[config.mk]
export PLATFORM = sky130hd
export DESIGN_NAME = fastchan_bank
export DESIGN_NICKNAME = d
export VERILOG_FILES = /design/src/rtl/fastchan_bank.sv
export SDC_FILE = /design/constraint.sdc
export NUM_CORES = 2
export LEC_CHECK = 0
export BUFFER_PORTS_ARGS = -buffer_cell sky130_fd_sc_hd__buf_2
export CAP_MARGIN = 25
export CORE_ASPECT_RATIO = 0.7
export CORE_MARGIN = 3
export CORE_UTILIZATION = 63
export CTS_CLUSTER_SIZE = 20
export DETAILED_ROUTE_END_ITERATION = 8
export HOLD_SLACK_MARGIN = 0.1
export PLACE_DENSITY = 0.79
export SYNTH_ARGS = -nofsm -noshare
export SYNTH_HDL_FRONTEND = slang
export SYNTH_SLANG_ARGS = --single-unit
[constraint.sdc]
create_clock -name clk -period 3.5 [get_ports clk]
set_input_delay 0.7 -clock clk [delete_from_list [all_inputs] [get_ports clk]]
set_output_delay 0.7 -clock clk [all_outputs]
set_load 0.02 [all_outputs]
[src/rtl/fastchan_bank.sv]
`timescale 1ns/1ps
module fastchan_bank #(
  parameter int WORD_BITS  = 32,
  parameter int NUM_CH     = 64,
  parameter int GROUP_SIZE = 32,
  parameter bit CH_IRQ_EN  = 1'b1,
  localparam int IDX_W   = (NUM_CH > 1) ? $clog2(NUM_CH) : 1,
  localparam int BE_W    = WORD_BITS / 8,
  localparam int NUM_GRP = (NUM_CH + GROUP_SIZE - 1) / GROUP_SIZE
) (
  input  logic                 clk,
  input  logic                 rst_n,
  input  logic                 wr_en,
  input  logic [IDX_W-1:0]     wr_idx,
  input  logic [WORD_BITS-1:0] wr_data,
  input  logic [BE_W-1:0]      wr_be,
  input  logic [IDX_W-1:0]     rd_idx,
  output logic [WORD_BITS-1:0] rd_data,
  input  logic                 clr_en,
  input  logic [IDX_W-1:0]     clr_idx,
  input  logic [NUM_CH-1:0]    irq_en,
  output logic [NUM_CH-1:0]    pending,
  output logic [NUM_CH-1:0]    ch_irq,
  output logic [NUM_GRP-1:0]   grp_irq
);
  localparam logic [IDX_W:0] LIM = (IDX_W+1)'(NUM_CH);

  logic [WORD_BITS-1:0] mem [NUM_CH];
  logic [NUM_CH-1:0]    set_v, clr_v, act;

  wire wr_hit  = wr_en  && ({1'b0, wr_idx}  < LIM);
  wire clr_hit = clr_en && ({1'b0, clr_idx} < LIM);
  wire rd_hit  = {1'b0, rd_idx} < LIM;

  assign set_v = wr_hit  ? (NUM_CH'(1) << wr_idx)  : '0;
  assign clr_v = clr_hit ? (NUM_CH'(1) << clr_idx) : '0;

  always_ff @(posedge clk) begin
    if (!rst_n) begin
      for (int c = 0; c < NUM_CH; c++) mem[c] <= '0;
    end else if (wr_hit) begin
      for (int b = 0; b < BE_W; b++)
        if (wr_be[b]) mem[wr_idx][8*b +: 8] <= wr_data[8*b +: 8];
    end
  end

  always_ff @(posedge clk) begin
    if (!rst_n) rd_data <= '0;
    else        rd_data <= rd_hit ? mem[rd_idx] : '0;
  end

  always_ff @(posedge clk) begin
    if (!rst_n) pending <= '0;
    else        pending <= set_v | (pending & ~clr_v);
  end

  assign act = pending & irq_en;

  for (genvar g = 0; g < NUM_GRP; g++) begin : g_grp
    localparam int LO = g * GROUP_SIZE;
    localparam int HI = ((LO + GROUP_SIZE) < NUM_CH) ? (LO + GROUP_SIZE - 1) : (NUM_CH - 1);
    assign grp_irq[g] = |act[HI:LO];
  end

  if (CH_IRQ_EN) begin : g_chirq
    assign ch_irq = act;
  end else begin : g_nochirq
    assign ch_irq = '0;
  end
endmodule

Word level (Yosys, flattened, before mapping)
Memory sizes are Yosys's and may differ from the RTL's. A register that Yosys moved wholly into a read port is not among the register bits.
Index checks and enable logic that the tools add are counted.
- shift operators: 2
- multiplexer cells: 22
- reductions and logical operators: 4
- bitwise logic cells: 4
- operators by type and width (kind ; number):
    $and A64 B64 Y64 ; 2
    $mux W64 ; 2
    $shl A1 B6 Y64 const A ; 2
    $reduce_or A32 Y1 ; 3
    $not A64 Y64 ; 1
    $or A64 B64 Y64 ; 1
    $mux W32 ; 1
    $mux W1 ; 17
    $mux W6 ; 1
    $mux W4 ; 1
    $logic_not A1 Y1 ; 1
- bits of input ports: 122
- register bits: 64
- logic and storage cells: 34
- memories kept: 1
- bits in writable memories: 2048
- output and inout bits: 162
- memory list (memory ; words ; width ; rd ports ; clocked after memory_dff ; wr ports ; line ; text):
    mem ; 64 ; 32 ; 1 ; 1 ; 64 ; 28 ; logic [WORD_BITS-1:0] mem [NUM_CH];

Longest topological paths before layout
- word-level depth: 6
- mapped depth: 11
- mapped depth without buffers: 5

Worst setup path before layout
Ideal clock, no wire load.
- path type: input-to-output
- from: input port irq_en[26]
- to: output port grp_irq[0]
- path slack: 0.351 ns
- data required time: 2.800 ns
- cell stages on the path: 4
- data arrival time: 2.449 ns
- buffers on the path: 0
- cell sequence: and2_1 -> or4_1 -> or4_1 -> or4_1
- longest elaborated chain between the ends: 2
- RTL lines (element ; line ; text):
    start: declaration ; 21 ; input logic [NUM_CH-1:0] irq_en,
    $and A64 B64 Y64 ; 57 ; assign act = pending & irq_en;
    $reduce_or A32 Y1 ; 62 ; assign grp_irq[g] = |act[HI:LO];
    end: declaration ; 24 ; output logic [NUM_GRP-1:0] grp_irq
Every way passes these cells.

Final worst setup path
- from: register pending[21]
- to: output port grp_irq[0]
- longest elaborated chain between the ends: 2
- RTL lines (element ; line ; text):
    start: declaration ; 22 ; output logic [NUM_CH-1:0] pending,
    start signal: assignment ; 54 ; else pending <= set_v | (pending & ~clr_v);
    $and A64 B64 Y64 ; 57 ;
    $reduce_or A32 Y1 ; 62 ;
Every way passes these cells.

==> impl_metrics.toml <==
[outcome]
status = "finished, violations left"
violations = "negative setup slack"

[sta]
rsz0062_at_grt = "true"
slew_viol_final = 0
slew_headroom = 0.2657
max_freq_mhz = 270.6
hold_viol = 0
setup_violations = 2
worst_clock_skew_ns = 0.03306
layout_setup_ws_ns = -0.1955
timing.final.crit_share = 1.056
min_period_ns = 3.695
worstMarginPinSlew_ns = 1.101

[clocking]
clock_sink_count = 2144
clk_pin_slew_ns = 0.06
cts_tree = "yes"
htreeDepth = 4
holdBufCountCts = 0
clk_latency_ns = 0.87
clock_path_buffers = 3
cts_root_buf = "clkbuf_16"
cts_buffers = 192

[setup_path]
critical_path_class = "reg -> out"
cp_max_fo = 3
r2r_cells = 5
required_ns = 2.80
worstSetupStartpointType = "flip-flop"
worstPathArrival_ns = 3.00
cp-end-kind = "primary output"

[yosys]
avgSynthCellArea_um2 = 14.16
ys_seq_elements = 2144
synth_cell_types = 57
synth_top_cell_area_share = 0.6156
synthFlopType = "edfxtp_1"
synth_edf_count = 2048
ys_seq_area_frac = 0.6349
yosys_warnings = 0
synth_cells = 7053
syn-cell-area_um2 = 99900
synth.area.top_cells = "edfxtp_1 62%, and3_1 13%, mux4_2 12%"
synth_largest_area_cell = "edfxtp_1"
async_reset_ff_frac = 0
synth_nets = 7175

[detailed_routing]
num_vias = 67730
drt_iter0_drc = 11860
wl_per_cell_um = 32.79
drc_errors = 0
ant_nets = 0
drt-vias-per-instance = 7.219
wirelength_um = 307600
drt_first_pass_iters = 8

[die]
die_y_um = 339.2
die_area_um2 = 163500
num_rows = 121
initial_core_util = 0.6381
die_x_um = 481.9
coreArea_um2 = 156500
io_pins = 284

[min_path]
holdPathStages = 3
hp-class = "in -> reg"

[global_routing]
grt_max_degree = 151
grt_util_all_layers = 0.3735
grt_pass1_wl_um = 447100
grt_pass1_vias = 65490
grt-ovfl-total = 0
antenna_found_initial = 15

[placement]
dp_slack_ns = -0.1179
io_buffers = 283
place.gp.congestion = 0.9490
post-dp-hpwl_um = 203800

[cells_and_area]
area_growth_syn_to_layout_pct = 11.90
nets = 7235
drive_gt1_frac = 0.2439
finish.utilization = 0.7141

[flow_run]
cap_violations = 0

[pwr]
ir_drop_uv = 530.4
power.leakage_uw = 0.04685
power_density_nw_per_um2 = 497.7
## critical path, stage by stage (launching register included)
cell and delay, ns:
dfxtp_2 0.33, and2_4 0.15, or4_4 0.53, or4_4 0.44
or4_4 0.55, buf_6 0.15
## flip-flops by register name (all words and copies together) (netlist names)
register / flops
mem: 2048
pending: 64
rd_data: 32
## path summary, 6_finish.rpt
| path | startpoint | endpoint | slack, ns |
|---|---|---|---|
| max reg2reg | mem[7][24]$_SDFFCE_PN0P_ | rd_data[24]$_SDFF_PN0_ | 1.00 |
| min reg2reg | pending[17]$_SDFF_PN0_ | pending[17]$_SDFF_PN0_ | 0.50 |
| min | rd_idx[3] | rd_data[31]$_SDFF_PN0_ | 0.27 |
| max | pending[21]$_SDFF_PN0_ | grp_irq[0] | -0.20 |
## placed cells by master (no fill, tap or decap), drive strengths merged, types with 39 or more instances in the layout
master,count
and3,2050
edfxtp,2048
buf,773
nand2,615
mux4,511
clkbuf,287
mux2i,157
nor2,100
dfxtp,96
nand3,81
and2,77
a22oi,74
a31o,64
clkinv,57
mux2,39
## through the flow
| stage | total power, uW | cell area [um^2] | hold WS (ns) | TNS (ns) | cells |
|---|---|---|---|---|---|
| floorplan | 32980 | 99900 | 0.6252 | 0 | 7053 |
| global placement | 34810 | 105000 | 0.4876 | -0.1467 | 8977 |
| detailed placement | 35020 | 105200 | 0.4900 | -0.1179 | 8988 |
| CTS | 55380 | 111400 | 0.2108 | -0.4176 | 9351 |
| global route | 56810 | 111800 | 0.2490 | -0.4346 | 9371 |
| finish | 55630 | 111800 | 0.2672 | -0.3682 | 9382 |
## final cells by class
| class | count | area, um^2 |
|---|---|---|
| antenna | 12 | 30.03 |
| clock buffer | 287 | 5502 |
| clock inverter | 73 | 558.0 |
| fill | 9681 | 44760 |
| inverter | 3 | 11.26 |
| multi-input combinational | 3999 | 33070 |
| sequential | 2144 | 63450 |
| tap | 2091 | 2616 |
| timing repair buffer | 773 | 6555 |
## routing by layer
layer | wire [um] | part of all wire | GRT usage | vias up
li1 | - | - | - | 27230
met1 | 107000 | 0.35 | 0.5381 | 33510
met2 | 133200 | 0.43 | 0.5195 | 6194
met3 | 53250 | 0.17 | 0.1351 | 787
met4 | 14130 | 0.046 | 0.1551 | 12
met5 | 87 | 0.00028 | 0 | -
## kinds of logic after synthesis
family,count (synthesis),synth area share
AO/OA/AOI/OAI,262,0.01936
multiplexers,707,0.1353
buffers and inverters,910,0.03922
flip-flops,2144,0.6349
AND/OR/NAND/NOR,3030,0.1712
## power breakdown
part / leakage [uW] / switching, uW / internal, uW
combinational: 0.0237 / 3160 / 1780
sequential: 0.0202 / 456 / 29300
clock: 0.00296 / 9670 / 11300
total: 0.0468 / 13300 / 42300
## cells in the mapped netlist (all sizes together) (2+ instances only)
library cell	n
and3b	2
nand4	4
inv	3
a221o	2
o22ai	16
edfxtp	2048
nand3	81
nand2	615
mux4	511
nand3b	6
o221ai	5
clkbuf	732
a21oi	23
nor2b	30
a211o	3
a211oi	6
a41oi	2
or2	11
a31oi	18
nor3	12
nand2b	14
and3	2050
a31o	64
and4b	2
o41a	2
a22oi	74
and2	77
nor2	100
o21ai	21
o211ai	15
nand4b	3
buf	175
a2111oi	2
mux2	39
mux2i	157
dfxtp	96
a311oi	2
o2111ai	4
or4	18
## timing repair
| item | in CTS | in global routing |
|---|---|---|
| resized for setup | 36 | 6 |
| endpoints found under the setup margin | 2 | 2 |
| buffers inserted | 4 | 0 |
| pin swaps | 13 | 1 |
(Power assumes the default switching activity.)
